### config.mk
export PLATFORM = sky130hd
export DESIGN_NAME = line_prefetch_buf
export DESIGN_NICKNAME = d
export VERILOG_FILES = /design/src/rtl/lpb_pkg.sv /design/src/rtl/lpb_tag_array.sv /design/src/rtl/lpb_line_store.sv /design/src/rtl/lpb_ctrl.sv /design/src/rtl/line_prefetch_buf.sv
export SDC_FILE = /design/constraint.sdc
export NUM_CORES = 1
export LEC_CHECK = 0
export CORE_MARGIN = 1.5
export CORE_UTILIZATION = 35
export DETAILED_ROUTE_END_ITERATION = 10
export GPL_TIMING_DRIVEN = 0
export HOLD_SLACK_MARGIN = 0.06
export PLACE_DENSITY = 0.59
export SYNTH_ARGS = -nofsm -noshare
export SYNTH_HDL_FRONTEND = slang
export SYNTH_SLANG_ARGS = --single-unit
### constraint.sdc
create_clock -name clk -period 6.3 [get_ports clk]
set_input_delay 0.63 -clock clk [delete_from_list [all_inputs] [get_ports clk]]
set_output_delay 0.63 -clock clk [all_outputs]
set_load 0.02 [all_outputs]
### src/rtl/lpb_pkg.sv
package lpb_pkg;
  typedef enum logic [1:0] {
    ST_IDLE,
    ST_REQ,
    ST_WAIT,
    ST_FILL
  } lpb_state_e;
endpackage

### src/rtl/lpb_tag_array.sv
module lpb_tag_array #(
  parameter int ENTRIES = 4,
  parameter int TAG_W   = 28,
  localparam int IDX_W  = (ENTRIES > 1) ? $clog2(ENTRIES) : 1
) (
  input  logic             clk,
  input  logic             rst,
  input  logic             flush,
  input  logic [TAG_W-1:0] lk_tag,
  output logic             hit,
  output logic [IDX_W-1:0] hit_idx,
  input  logic             wr_en,
  input  logic [IDX_W-1:0] wr_idx,
  input  logic [TAG_W-1:0] wr_tag
);
  logic [TAG_W-1:0]   tags [ENTRIES];
  logic [ENTRIES-1:0] valid_q;
  logic [ENTRIES-1:0] match;

  for (genvar g = 0; g < ENTRIES; g++) begin : g_cmp
    assign match[g] = valid_q[g] && (tags[g] == lk_tag);
  end

  assign hit = |match;

  always_comb begin
    hit_idx = '0;
    for (int i = 0; i < ENTRIES; i++) begin
      if (match[i]) hit_idx = hit_idx | IDX_W'(i);
    end
  end

  always_ff @(posedge clk) begin
    if (wr_en) tags[wr_idx] <= wr_tag;
  end

  always_ff @(posedge clk) begin
    if (rst) begin
      valid_q <= '0;
    end else if (flush) begin
      valid_q <= '0;
    end else if (wr_en) begin
      valid_q[wr_idx] <= 1'b1;
    end
  end

  // a flush leaves nothing valid
  assert_flush_clears_R7: assert property (@(posedge clk) disable iff (rst)
    flush |=> (valid_q == '0));

  // a fill coinciding with a flush is dropped
  assert_fill_dropped_R10: assert property (@(posedge clk) disable iff (rst)
    (wr_en && flush) |=> !valid_q[$past(wr_idx)]);

  // a completed fill is valid
  assert_fill_valid_R5: assert property (@(posedge clk) disable iff (rst)
    (wr_en && !flush) |=> valid_q[$past(wr_idx)]);

  // a line is never held twice
  assert_single_match_R6: assert property (@(posedge clk) disable iff (rst)
    $onehot0(match));
endmodule

### src/rtl/lpb_line_store.sv
module lpb_line_store #(
  parameter int ENTRIES = 4,
  parameter int LINE_W  = 128,
  parameter int WORD_W  = 32,
  localparam int IDX_W  = (ENTRIES > 1) ? $clog2(ENTRIES) : 1,
  localparam int WPL    = LINE_W / WORD_W,
  localparam int OFF_W  = (WPL > 1) ? $clog2(WPL) : 1
) (
  input  logic              clk,
  input  logic              rst,
  input  logic              wr_en,
  input  logic [IDX_W-1:0]  wr_idx,
  input  logic [LINE_W-1:0] wr_line,
  input  logic              rd_en,
  input  logic [IDX_W-1:0]  rd_idx,
  input  logic [OFF_W-1:0]  rd_off,
  input  logic              byp_en,
  input  logic [OFF_W-1:0]  byp_off,
  output logic [WORD_W-1:0] rdata
);
  logic [LINE_W-1:0] mem [ENTRIES];

  always_ff @(posedge clk) begin
    if (wr_en) mem[wr_idx] <= wr_line;
  end

  always_ff @(posedge clk) begin
    if (rst) begin
      rdata <= '0;
    end else if (byp_en) begin
      rdata <= wr_line[byp_off*WORD_W +: WORD_W];
    end else if (rd_en) begin
      rdata <= mem[rd_idx][rd_off*WORD_W +: WORD_W];
    end
  end

  // hit reads never collide with a fill answer
  assert_port_excl_R9: assert property (@(posedge clk) disable iff (rst)
    !(rd_en && byp_en));

  // the miss answer comes from the line being installed
  assert_bypass_fill_R3: assert property (@(posedge clk) disable iff (rst)
    byp_en |-> wr_en);
endmodule

### src/rtl/lpb_ctrl.sv
module lpb_ctrl
  import lpb_pkg::*;
#(
  parameter int ENTRIES = 4,
  parameter int TAG_W   = 28,
  parameter int LINE_W  = 128,
  parameter int OFF_W   = 2,
  localparam int IDX_W  = (ENTRIES > 1) ? $clog2(ENTRIES) : 1
) (
  input  logic              clk,
  input  logic              rst,
  input  logic              req_valid,
  input  logic [TAG_W-1:0]  req_tag,
  input  logic [OFF_W-1:0]  req_off,
  input  logic              hit,
  input  logic [LINE_W-1:0] arr_rdata,
  output logic              ready,
  output logic              arr_req,
  output logic [TAG_W-1:0]  miss_tag,
  output logic [OFF_W-1:0]  miss_off,
  output logic [LINE_W-1:0] line_q,
  output logic              fill_en,
  output logic [IDX_W-1:0]  fill_idx
);
  lpb_state_e       st;
  logic [IDX_W-1:0] rr_q;

  always_ff @(posedge clk) begin
    if (rst) begin
      st       <= ST_IDLE;
      ready    <= 1'b1;
      arr_req  <= 1'b0;
      miss_tag <= '0;
      miss_off <= '0;
      line_q   <= '0;
      rr_q     <= '0;
    end else begin
      case (st)
        ST_IDLE: begin
          if (req_valid && !hit) begin
            miss_tag <= req_tag;
            miss_off <= req_off;
            ready    <= 1'b0;
            arr_req  <= 1'b1;
            st       <= ST_REQ;
          end
        end
        ST_REQ: begin
          arr_req <= 1'b0;
          st      <= ST_WAIT;
        end
        ST_WAIT: begin
          line_q <= arr_rdata;
          st     <= ST_FILL;
        end
        ST_FILL: begin
          ready <= 1'b1;
          rr_q  <= (rr_q == IDX_W'(ENTRIES-1)) ? '0 : rr_q + 1'b1;
          st    <= ST_IDLE;
        end
        default: st <= ST_IDLE;
      endcase
    end
  end

  assign fill_en  = (st == ST_FILL);
  assign fill_idx = rr_q;

  // exactly three wait states after a miss is taken
  assert_three_waits_R3: assert property (@(posedge clk) disable iff (rst)
    $fell(ready) |=> !ready ##1 !ready ##1 ready);

  // the fetch strobe is a single-cycle pulse
  assert_arr_pulse_R3: assert property (@(posedge clk) disable iff (rst)
    arr_req |=> !arr_req);

  // no fetch while the bus is being served
  assert_no_fetch_ready_R2: assert property (@(posedge clk) disable iff (rst)
    ready |-> !arr_req);

  // the pending miss address is frozen while ready is low
  assert_hold_miss_R8: assert property (@(posedge clk) disable iff (rst)
    (!ready && !$rose(arr_req)) |-> ($stable(miss_tag) && $stable(miss_off)));

  // the victim pointer moves only on a fill
  assert_rr_hold_R6: assert property (@(posedge clk) disable iff (rst)
    !fill_en |=> $stable(rr_q));
endmodule

### src/rtl/line_prefetch_buf.sv
module line_prefetch_buf #(
  parameter int ADDR_W  = 32,
  parameter int WORD_W  = 32,
  parameter int LINE_W  = 128,
  parameter int ENTRIES = 4,
  localparam int WPL    = LINE_W / WORD_W,
  localparam int OFF_W  = (WPL > 1) ? $clog2(WPL) : 1,
  localparam int BYTE_W = $clog2(WORD_W / 8),
  localparam int TAG_LO = OFF_W + BYTE_W,
  localparam int TAG_W  = ADDR_W - TAG_LO,
  localparam int IDX_W  = (ENTRIES > 1) ? $clog2(ENTRIES) : 1
) (
  input  logic              clk,
  input  logic              rst,
  input  logic              flush,
  input  logic              req_valid,
  input  logic [ADDR_W-1:0] req_addr,
  output logic              req_ready,
  output logic [WORD_W-1:0] req_rdata,
  output logic              arr_req,
  output logic [TAG_W-1:0]  arr_addr,
  input  logic [LINE_W-1:0] arr_rdata
);
  logic [TAG_W-1:0]  lk_tag;
  logic [OFF_W-1:0]  lk_off;
  logic              hit;
  logic [IDX_W-1:0]  hit_idx;
  logic              rd_en;
  logic [OFF_W-1:0]  miss_off;
  logic [LINE_W-1:0] line_q;
  logic              fill_en;
  logic [IDX_W-1:0]  fill_idx;

  assign lk_tag = req_addr[ADDR_W-1:TAG_LO];
  assign lk_off = req_addr[TAG_LO-1:BYTE_W];
  assign rd_en  = req_valid && req_ready && hit;

  lpb_tag_array #(
    .ENTRIES (ENTRIES),
    .TAG_W   (TAG_W)
  ) u_tags (
    .clk     (clk),
    .rst     (rst),
    .flush   (flush),
    .lk_tag  (lk_tag),
    .hit     (hit),
    .hit_idx (hit_idx),
    .wr_en   (fill_en),
    .wr_idx  (fill_idx),
    .wr_tag  (arr_addr)
  );

  lpb_ctrl #(
    .ENTRIES (ENTRIES),
    .TAG_W   (TAG_W),
    .LINE_W  (LINE_W),
    .OFF_W   (OFF_W)
  ) u_ctrl (
    .clk       (clk),
    .rst       (rst),
    .req_valid (req_valid),
    .req_tag   (lk_tag),
    .req_off   (lk_off),
    .hit       (hit),
    .arr_rdata (arr_rdata),
    .ready     (req_ready),
    .arr_req   (arr_req),
    .miss_tag  (arr_addr),
    .miss_off  (miss_off),
    .line_q    (line_q),
    .fill_en   (fill_en),
    .fill_idx  (fill_idx)
  );

  lpb_line_store #(
    .ENTRIES (ENTRIES),
    .LINE_W  (LINE_W),
    .WORD_W  (WORD_W)
  ) u_store (
    .clk     (clk),
    .rst     (rst),
    .wr_en   (fill_en),
    .wr_idx  (fill_idx),
    .wr_line (line_q),
    .rd_en   (rd_en),
    .rd_idx  (hit_idx),
    .rd_off  (lk_off),
    .byp_en  (fill_en),
    .byp_off (miss_off),
    .rdata   (req_rdata)
  );

  // bus reads are word aligned
  assert_aligned_R11: assert property (@(posedge clk) disable iff (rst)
    (req_valid && req_ready) |-> (req_addr[BYTE_W-1:0] == '0));

  // a hit answers at once and keeps the bus ready
  assert_hit_no_wait_R2: assert property (@(posedge clk) disable iff (rst)
    rd_en |=> req_ready);
endmodule

==> results by group, run 1 <==
Place
  • Dpl ws: roughly 1500 ps
  • Placer congestion estimate: 0.9017
  • Detail Placement HPWL: ~69 mm
  • I/O Buffers: 193

Power
  • Pwr dens: 351.0 mW/mm2
  • Overall power: approximately 14 mW
  • Leakage: between 10 and 15 nW
  • Max rail drop VDD: 0.2468 mV

Global routing
  • First-pass GRT wire length: 139.7 mm
  • Pin count of the biggest net entering global routing: 57
  • GRT Util Overall: 20.30%
  • Grt ovf: 0
  • Vias in the first global route: a little over 20k
  • Initial antenna violation count: 4

Timing
  • Slew Limit Fails: 0
  • Setup TNS: 0 ps
  • Crit share post-route: a little over two thirds
  • Slew HR: 6.553%
  • Worst setup margin: ~1900 ps
  • Fmax achieved: about 230 MHz
  • Final setup viols: 0
  • Clock skew: around 35 ps
  • Min cycle time layout: about 4400 ps
  • Fin. Hold Viols: 0
  • Unrepaired setup endpoints after global routing: false
  • Slew @ Worst Pin: between 1000 and 1500 ps

Logic synthesis
  • Async set-or-reset flop fraction in the synthesized netlist: 0%
  • Post-Synth XOR/XNOR Area: 3.092%
  • Synth Area in Simple Gates: 5.873%
  • Post-synth EDFFs: 624
  • Cells after Synth: ~2.1k
  • Mux contribution to synthesized area: 13.89%
  • Synth Area in Compound Gates: 5.669%
  • Top_reg_cell synth: edfxtp_1
  • Main combinational cell family by area after synthesis: multiplexers
  • Syn nets: between 2k and 2.5k
  • Synth warn: 0
  • Yosys cell types: 60
  • Top cell type's share of synthesized area: a little under three fifths
  • Dominant cells by area after synthesis: edfxtp_1 57%, dfxtp_1 12%, mux2i_1 7.5%, mux4_2 5.3%, nor2_1 2.2%
  • Syn Area/Cell: roughly 15 um2
  • Synth Area in Adders: less than 1%
  • Mapped cell area: 0.03302 mm2
  • Synth Register Bits: ~820
  • Post-synth top area cell: edfxtp_1
  • Sequential share of the synthesized area: about 70%
  • Commonest cells in the synthesized netlist: 624 x edfxtp_1, 249 x mux2i_1, 200 x dfxtp_1
  • Top-count cell post-synth: edfxtp_1

Floorplan
  • Chip Height: roughly 310 um
  • Starting Density: a little over a third
  • Row cnt: 112
  • Die Span X: between 300 and 400 um
  • Placeable Area: roughly 0.093 mm2
  • I/O Pins: approximately 230
  • Die area: 0.09619 mm2

Clocking
  • Max Root-Sink Buffers: 3
  • Clk Tree Root Cell: clkbuf_16
  • Resized cells post-CTS: 0
  • CTS tree: built
  • Clk_lat worst skew: approximately 660 ps
  • TritonCTS buffer count: 85
  • Clk sink count: between 800 and 900
  • Clock transition at path regs: ~60 ps
  • Post-CTS setup repair buffer count: 0
  • Hold_buf cts: 0
  • H-tree depth: 3

Setup path
  • Crit-path max FO: 46
  • Worst setup EP type: register
  • WP data required: 6610 ps
  • Crit path launch type: register
  • WP data arrival: around 4700 ps
  • Worst Setup Path Type: reg2reg

Routing
  • Initial drt markers: a little under 2k
  • DRC viols: 0
  • Routed Antenna Nets: 0
  • Wire per inst: 26.10 um
  • 1st-pass router iterations: 6
  • Vias: 19.91k
  • Vias per std cell: between 5 and 6
  • Post-Route WL: 98.36 mm

Layout
  • Multi-input logic area: about 0.0095 mm2
  • FF+latch area: between 0.02 and 0.025 mm2
  • Fraction of layout cells with a size suffix above 1: 12.93%
  • Final Util: about 43%
  • Nets@finish: ~2.6k
  • Fillers: around 8.5k
  • Area delta synth->final: 20.47%

Run
  • MaxCap Viol Count: 0

Worst hold path
  • Worst Hold Class: in2reg

Status
  • Status: finished clean
stage by stage:
| stage | hold slack, ps | instance area, um2 | instances |
|---|---|---|---|
| final | 281.3 | 39780 | 3769 |
| after CTS | 252.7 | 39780 | 3768 |
| after global placement | 466.8 | 36520 | 3596 |
| after global routing | 277.2 | 39780 | 3768 |
| after floorplan | 475.8 | 33020 | 2149 |
| after detailed placement | 486.8 | 36870 | 3609 |
flip-flops by register name (all words and copies together) (netlist names):
signal and count:
u_store.rdata 32, u_store.mem 512, u_tags.valid_q 4, u_ctrl.st 2, u_ctrl.fill_idx 2, u_ctrl.miss_tag 28
u_ctrl.miss_off 2, u_ctrl.line_q 128, u_tags.tags 112, u_ctrl.ready 1, u_ctrl.arr_req 1
final timing paths:
kind,start,to,slack [ps],cells past startpoint
max reg2reg,u_ctrl.st[0]$_SDFFE_PP0P_,u_store.mem[1][113]$_DFFE_PP_,1890,8
min,req_addr[14],u_ctrl.miss_tag[10]$_SDFFE_PP0P_,280,3
min reg2reg,u_ctrl.arr_req$_SDFFE_PP0P_,u_ctrl.arr_req$_SDFFE_PP0P_,500,2
max,u_ctrl.st[0]$_SDFFE_PP0P_,u_store.mem[1][113]$_DFFE_PP_,1890,8
worst max-delay path, stage by stage, from the launching register on:
cell and delay, ps:
dfxtp_1 390, ha_1 290, clkbuf_1 540, clkbuf_1 480, buf_1 650, and2_4 710
buf_16 360, buf_16 280, buf_16 280
kinds of logic (layout without fill, tap and decap cells):
logic type,count (synthesis),after routing
other,0,1
xor gates and xnor gates,114,114
and+or+nand+nor,431,431
buffers and inverters,168,533
adders and majority gates,8,8
DFF,824,824
muxes,358,358
AOI/OAI and AO/OA,246,246
final cells by class:
type                    instances  share of cell area (%)
repair buffers                206                   5.706
multi-input cells            1157                   23.95
clock inverters                43                   1.283
well taps                    1254                   3.944
clock buffers                 116                   6.026
diodes                          1                0.006291
flip-flops and latches        824                   57.17
inverters                      16                  0.1510
plain buffers                 152                   1.758
routing by layer:
layer	wire length, um	track usage [%]	vias to the layer above
li1	-	-	8794
met1	39130	25.67	10130
met2	48330	34.27	832
met3	8127	4.625	146
met4	2752	6.841	4
met5	27	0	-
cell usage in the layout (no fill, tap or decap), types with 10 or more instances in the layout:
cell type        count
edfxtp_1           624
mux2i_1            249
dfxtp_1            200
nor2_1             195
clkdlybuf4s50_1    193
nand2_1            115
clkbuf_1            91
clkbuf_16           88
mux4_2              77
xnor2_1             66
buf_2               45
xor2_1              45
mux2_2              32
o21ai_0             31
nand4_1             26
nor3_1              25
a2bb2oi_1           24
a21oi_1             23
buf_1               21
nor4_1              20
o221ai_1            17
inv_1               16
a221o_1             16
o22a_1              15
a31o_1              15
clkinv_2            15
a32oi_1             13
nand3_1             12
a21o_1              12
a311oi_1            12
o22ai_1             12
a22o_1              12
clkinv_1            12
o21ai_1             11
bufinv_16           11
buf_16              11
a211oi_1            10
where the power goes:
| group | internal [mW] | switching (mW) | total [mW] |
|---|---|---|---|
| Clock | 3.12 | 2.11 | 5.24 |
| Sequential | 6.42 | 0.469 | 6.89 |
| Combinational | 0.791 | 1.05 | 1.84 |
Power figures use the tool's default switching activity.
==> inputs of run 2 (changes only) <==
==> constraint.sdc (replaced) <==
create_clock -name clk -period 4.3 [get_ports clk]
set_input_delay 0.43 -clock clk [delete_from_list [all_inputs] [get_ports clk]]
set_output_delay 0.43 -clock clk [all_outputs]
set_load 0.02 [all_outputs]
==> run 2 against run 1 <==
Net effect: die area did not move; sequential cell count did not move; sequential share of layout area rose by 0.13 points; cell area fell by 0.23%; cell count barely moved; routed wire length barely moved; non-clock buffer count rose by 1; clock-buffer cell count rose by 3; highest routed layer unchanged; critical path type unchanged; worst setup slack got worse by 1700 ps; sequential power rose by 47%.
==> results by group, run 2 (same netlist as run 1, synthesis figures left out) <==
Power
  • Leakage: 13.49 nW (-0.35%)
  • Pwr dens: 508.1 mW/mm2 (+45%)
  • Max rail drop VDD: 0.2775 mV (+12%)
  • Overall power: 20.17 mW (+44%)

Floorplan
  • Die Span X: 310.2 um (unchanged)
  • Starting Density: 35.38% (unchanged)
  • Placeable Area: 0.09333 mm2 (unchanged)
  • Row cnt: 112 (unchanged)
  • Die area: 0.09619 mm2 (unchanged)
  • Chip Height: 310.2 um (unchanged)
  • I/O Pins: 226 (unchanged)

Global routing
  • First-pass GRT wire length: 140.6 mm (+0.61%)
  • Grt ovf: 0 (unchanged)
  • GRT Util Overall: 20.33% (+0.031 points)
  • Initial antenna violation count: 2 (-2)
  • Vias in the first global route: 20.29k (+0.92%)
  • Pin count of the biggest net entering global routing: 54 (-5.3%)

Routing
  • DRC viols: 0 (unchanged)
  • Initial drt markers: 1944 (+0.26%)
  • Routed Antenna Nets: 0 (unchanged)
  • Post-Route WL: 98.31 mm (about the same)
  • Wire per inst: 26.08 um (about the same)
  • Vias: 19.98k (+0.35%)
  • Vias per std cell: 5.299 (+0.33%)
  • 1st-pass router iterations: 5 (-1)

Timing
  • Worst setup margin: 191.9 ps (-1695 ps)
  • Slew @ Worst Pin: 1457 ps (+55.54 ps)
  • Clock skew: 25.51 ps (-9.290 ps)
  • Fmax achieved: 243.4 MHz (+7.4%)
  • Unrepaired setup endpoints after global routing: false
  • Fin Hold WS: 119.4 ps (-161.9 ps)
  • Fin. Hold Viols: 0 (unchanged)
  • Crit share post-route: 95.54% (+25 points)
  • Min cycle time layout: 4108 ps (-305.1 ps)
  • Slew HR: 2.850% (-3.7 points)
  • Slew Limit Fails: 0 (unchanged)
  • Final setup viols: 0 (unchanged)

Run
  • MaxCap Viol Count: 0 (unchanged)

Setup path
  • WP data arrival: 4690 ps (-40 ps)
  • CP cell instances: xor2_1 > nor3_1 > nand4_1 > or3_1 > clkbuf_1 > and2_1 > clkbuf_1 > clkbuf_1 > clkbuf_1 > nand2_1 > a32oi_1 > a32oi_1 > o21ai_1
  • Critical path's top delay family: buffers and inverters
  • WP data required: 4890 ps (-1720 ps)
  • CP max stage cell: clkbuf_1
  • Worst Setup Path Type: reg2reg
  • Crit-path max FO: 10 (-78%)
  • Worst setup EP type: register
  • Max incr delay on CP: 590 ps (-120 ps)
  • Crit path launch type: register
  • Worst path most repeated cell: clkbuf_1
  • CP bufs+invs: 4 (-2)

Place
  • I/O Buffers: 193 (unchanged)
  • Area after DPL: 0.03684 mm2 (about the same)
  • Dpl cells: 3608 (-0.028%)
  • Placer congestion estimate: 0.8790 (-2.5%)
  • Detail Placement HPWL: 68.80 mm (-0.45%)
  • Dpl ws: -395.1 ps (-1873 ps)

Clocking
  • Clock transition at path regs: 60 ps (about the same)
  • Clk_lat worst skew: 660 ps (about the same)
  • H-tree depth: 3 (unchanged)
  • Clk sink count: 824 (unchanged)
  • Clk Tree Root Cell: clkbuf_16
  • Max Root-Sink Buffers: 3 (unchanged)
  • TritonCTS buffer count: 86 (+1.2%)
  • CTS tree: built

Layout
  • FF+latch area: 0.02274 mm2 (unchanged)
  • Multi-input logic area: 0.009543 mm2 (+0.14%)
  • Fillers: 8419 (-0.53%)
  • Fraction of layout cells with a size suffix above 1: 12.96% (+0.029 points)
  • Area delta synth->final: 20.20%
  • Top reg by flops: u_store.mem
  • Post-Layout Inst Area: 0.03969 mm2 (-0.23%)
  • Final std cells w/o fill: 3770 (+0.027%)
  • Nets@finish: 2616 (+0.077%)
  • Antenna fix cells: 0 (-1)
  • Largest registers: u_store.mem (512), u_ctrl.line_q (128), u_tags.tags (112)
  • Most frequent cells in the layout: 624 x edfxtp_1, 249 x mux2i_1, 200 x dfxtp_1
  • Largest register FFs: 512 (unchanged)
  • Most common cell after layout, fill and taps aside: edfxtp_1

Status
  • Status: finished clean

Worst hold path
  • Worst Hold Class: in2reg
run 2: layout make-up:
cell class / instances / area share, %
Sequential cell: 824 / 57.30
Multi-Input combinational cell: 1157 / 24.04
Clock buffer: 119 / 6.097
Timing Repair Buffer: 207 / 5.693
Tap cell: 1254 / 3.953
Buffer: 152 / 1.772
Clock inverter: 41 / 0.9899
Inverter: 16 / 0.1513
run 2: worst paths after layout:
check | from | to | slack, ps | cells past startpoint
worst max-delay path | u_tags.tags[1][9]$_DFFE_PP_ | u_store.rdata[21]$_SDFFE_PP0P_ | 190 | 13
worst min-delay path | req_addr[19] | u_ctrl.miss_tag[15]$_SDFFE_PP0P_ | 120 | 3
worst max register to register | u_tags.tags[1][9]$_DFFE_PP_ | u_store.rdata[21]$_SDFFE_PP0P_ | 190 | 13
worst min register to register | u_ctrl.arr_req$_SDFFE_PP0P_ | u_ctrl.arr_req$_SDFFE_PP0P_ | 480 | 2
run 2: through the flow:
| step | util [%] | TNS (ps) |
|---|---|---|
| after floorplan | - | 0 |
| after global placement | 39.14 | -1174650 |
| after detailed placement | 39.47 | -4238 |
| after CTS | 42.51 | 0 |
| after global routing | 42.53 | 0 |
| final | 42.53 | 0 |
run 2: where the power goes:
part	internal, mW	leakage, nW	switching [mW]
sequential	9.41	7.36	0.686
combinational	1.15	4.76	1.53
clock	4.26	1.37	3.12
run 2: what timing repair did:
item	in CTS	in global routing
hold endpoints to repair	2	0
pin swaps	0	1
buffers inserted	0	0
hold buffers	2	0
endpoints found under the setup margin	9	63
gates resized for setup	3	3
run 2: layer usage:
layer | wire, um | global-route usage, %
met5 | 23 | 0
met4 | 3581 | 8.440
met3 | 6459 | 3.181
met2 | 47300 | 33.22
met1 | 40950 | 26.99
run 2: worst min-delay path, delay by kind of cell:
| family | cells | cell delay (ps) |
|---|---|---|
| buf+inv | 1 | 130 |
| mux | 1 | 70 |
| simple gates | 1 | 80 |
==> inputs of run 3 (changes only) <==
--- a/config.mk
+++ b/config.mk
@@ -6,11 +6,11 @@
 export NUM_CORES = 1
 export LEC_CHECK = 0
 export CORE_MARGIN = 1.5
-export CORE_UTILIZATION = 35
+export CORE_UTILIZATION = 25
 export DETAILED_ROUTE_END_ITERATION = 10
 export GPL_TIMING_DRIVEN = 0
 export HOLD_SLACK_MARGIN = 0.06
-export PLACE_DENSITY = 0.59
+export PLACE_DENSITY = 0.47
 export SYNTH_ARGS = -nofsm -noshare
 export SYNTH_HDL_FRONTEND = slang
 export SYNTH_SLANG_ARGS = --single-unit
==> run 3 against run 2 <==
Net effect: power increased by 1.1%; die area grew 40%; clock skew shrank 5.5 ps; first-iteration DRC count down 17%; utilization down 12 points; critical endpoint is now u_store.mem[3][20]$_DFFE_PP_.
==> results by group, run 3 (same netlist as run 1, synthesis figures left out) <==
Setup path
  • Worst setup EP type: register
  • RR Endpoint: u_store.mem[3][20]$_DFFE_PP_
  • Crit-path max FO: 51 (+41)
  • WP data arrival: 4490 ps (-200 ps)
  • R2R cell count: 7 (-6)
  • R2R Setup Slk: 130 ps (-60 ps)
  • WP data required: 4620 ps (-270 ps)
  • R2R Path Start: u_ctrl.st[0]$_SDFFE_PP0P_
  • Worst Setup Path Type: reg2reg
  • Crit path launch type: register

Layout
  • Post-Layout Inst Area: 0.04037 mm2 (+1.7%)
  • Most frequent cells in the layout: 624 x edfxtp_1, 249 x mux2i_1, 200 x dfxtp_1
  • Fraction of layout cells with a size suffix above 1: 13.15% (+0.19 points)
  • Fillers: 12.96k (+54%)
  • Nets@finish: 2617 (+0.038%)
  • Most common cell after layout, fill and taps aside: edfxtp_1
  • Top reg by flops: u_store.mem
  • Largest registers: u_store.mem (512), u_ctrl.line_q (128), u_tags.tags (112)
  • Antenna fix cells: 0 (unchanged)
  • Largest register FFs: 512 (unchanged)
  • Area delta synth->final: 22.27%

Timing
  • Fin. Hold Viols: 0 (unchanged)
  • Fmax achieved: 239.6 MHz (-1.5%)
  • Final setup viols: 0 (unchanged)
  • Clock skew: 20.05 ps (-5.458 ps)
  • Setup TNS: 0 ps (unchanged)
  • Slew Limit Fails: 0 (unchanged)
  • Slew @ Worst Pin: 1380 ps (-77.05 ps)
  • Unrepaired setup endpoints after global routing: false
  • Fin Hold WS: 106.2 ps (-13.28 ps)
  • Min cycle time layout: 4173 ps (+64.68 ps)
  • Slew HR: 7.987% (+5.1 points)
  • Crit share post-route: 97.04% (+1.5 points)

Power
  • Internal: 14.94 mW (+0.79%)
  • Sequential share of power: 49.6% (-0.5 points)
  • Clock network fraction of design power: 36.9% (+0.3 points)
  • Sw frac: 26.69% (+0.19 points)
  • Pwr dens: 504.8 mW/mm2 (-0.66%)
  • Overall power: 20.38 mW (+1.1%)
  • Max rail drop VDD: 0.3252 mV (+17%)
  • Combinational group share of total power: 13.5% (+0.2 points)
  • Leakage: 13.53 nW (+0.29%)
  • Psw: 5.439 mW (+1.8%)

Clocking
  • Clock transition at path regs: 60 ps (about the same)
  • Post-CTS setup repair buffer count: 0 (unchanged)
  • Clk Tree Root Cell: clkbuf_16
  • CTS tree: built
  • TritonCTS buffer count: 87 (+1.2%)
  • Clk sink count: 824 (unchanged)
  • Clk_lat worst skew: 650 ps (about the same)
  • Max Root-Sink Buffers: 3 (unchanged)
  • H-tree depth: 3 (unchanged)

Place
  • Area after DPL: 0.03751 mm2 (+1.8%)
  • Placer congestion estimate: 0.8433 (-4.1%)
  • I/O Buffers: 193 (unchanged)
  • Detail Placement HPWL: 76.68 mm (+11%)

Global routing
  • Pin count of the biggest net entering global routing: 58 (+7.4%)
  • Vias in the first global route: 20.21k (-0.40%)
  • Initial antenna violation count: 6 (+4)
  • Grt ovf: 0 (unchanged)
  • First-pass GRT wire length: 152.0 mm (+8.2%)
  • GRT Util Overall: 15.74% (-4.6 points)

Worst hold path
  • WHS Endpoint: u_ctrl.miss_tag[15]$_SDFFE_PP0P_
  • Hold Path Depth: 3 (unchanged)
  • Hold Crit Start: req_addr[19]
  • Worst Hold Class: in2reg

Routing
  • Vias: 19.85k (-0.61%)
  • Met3 WL: 5.891 mm (-8.8%)
  • Vias per std cell: 4.646 (-12%)
  • DRC viols: 0 (unchanged)
  • M1 WL: 46.85 mm (+14%)
  • Met2 wire length: 53.01 mm (+12%)
  • Wire per inst: 25.26 um (-3.1%)
  • Post-Route WL: 107.9 mm (+9.8%)
  • 1st-pass router iterations: 7 (+2)
  • Initial drt markers: 1612 (-17%)
  • Routed Antenna Nets: 0 (unchanged)
  • Top Layer Used: met5

Floorplan
  • Die Span X: 366.4 um (+18%)
  • Chip Height: 366.4 um (+18%)
  • Row cnt: 133 (+19%)
  • Placeable Area: 0.1313 mm2 (+41%)
  • Die area: 0.1343 mm2 (+40%)
  • I/O Pins: 226 (unchanged)
  • Starting Density: 25.15% (-10 points)

Run
  • MaxCap Viol Count: 0 (unchanged)

Status
  • Status: finished clean
[run 3: cell count changes in the layout (fill, tap and decap cells not counted), sizes merged]
cell,delta
clkbuf,+4
clkinv,-3
bufinv,+2
buf,+1
clkinvlp,-1
inv,-1
[run 3: worst max-delay path by stage]
stage                                    startpoint                             end  slack, ps
after floorplan           u_ctrl.st[0]$_SDFFE_PP0P_     u_store.mem[3][0]$_DFFE_PP_        460
after global placement    u_ctrl.st[0]$_SDFFE_PP0P_   u_store.mem[1][113]$_DFFE_PP_      -2220
after detailed placement                req_addr[5]  u_store.rdata[27]$_SDFFE_PP0P_       -530
after CTS                              req_addr[29]   u_store.rdata[2]$_SDFFE_PP0P_         20
after global routing      u_ctrl.st[0]$_SDFFE_PP0P_    u_store.mem[3][84]$_DFFE_PP_          2
final                     u_ctrl.st[0]$_SDFFE_PP0P_    u_store.mem[3][20]$_DFFE_PP_        130
[run 3: cell type report]
| type | instances | area [um2] | area share [%] |
|---|---|---|---|
| flip-flops and latches | 824 | 22740 | 56.33 |
| multi-input cells | 1157 | 9535 | 23.62 |
| clock buffers | 124 | 2417 | 5.987 |
| repair buffers | 208 | 2302 | 5.702 |
| well taps | 1755 | 2196 | 5.439 |
| plain buffers | 151 | 703.2 | 1.742 |
| clock inverters | 38 | 417.9 | 1.035 |
| inverters | 16 | 60.06 | 0.1488 |
[run 3: timing repair]
item	in CTS	in global routing
gates resized for setup	5	4
hold buffers	2	0
pin swaps	0	1
endpoints found under the hold margin	2	0
endpoints found under the setup margin	11	3
[run 3: worst max-delay path, cell delays in order, from the launching register on]
cell,delay (ps)
dfxtp_1,400
ha_1,280
clkbuf_1,530
clkbuf_1,530
buf_1,690
and2_4,670
buf_16,340
buf_12,290
[run 3: metrics by stage]
stage	instances	setup WS (ps)	util, %
2_1_floorplan	2149	457.9	-
3_3_place_gp	4097	-2219	28.30
3_5_place_dp	4110	-534.8	28.57
4_1_cts	4274	16.48	30.75
5_1_grt	4273	2.260	30.75
6_report	4273	127.2	30.75
[run 3: routing by layer]
| layer | track usage (%) | vias to the layer above |
|---|---|---|
| li1 | - | 8789 |
| met1 | 20.90 | 10266 |
| met2 | 26.73 | 671 |
| met3 | 2.478 | 126 |
| met4 | 3.854 | 2 |
| met5 | 0 | - |
[run 3: power by group through the flow]
stage,Combinational [mW],Clock (mW),Sequential (mW)
floorplan,1.64,0,9.99
global route,2.97,7.97,10.2
CTS,2.81,7.69,10.1
global placement,2.70,0,10.3
detailed placement,2.80,0,10.3
finish,2.75,7.52,10.1
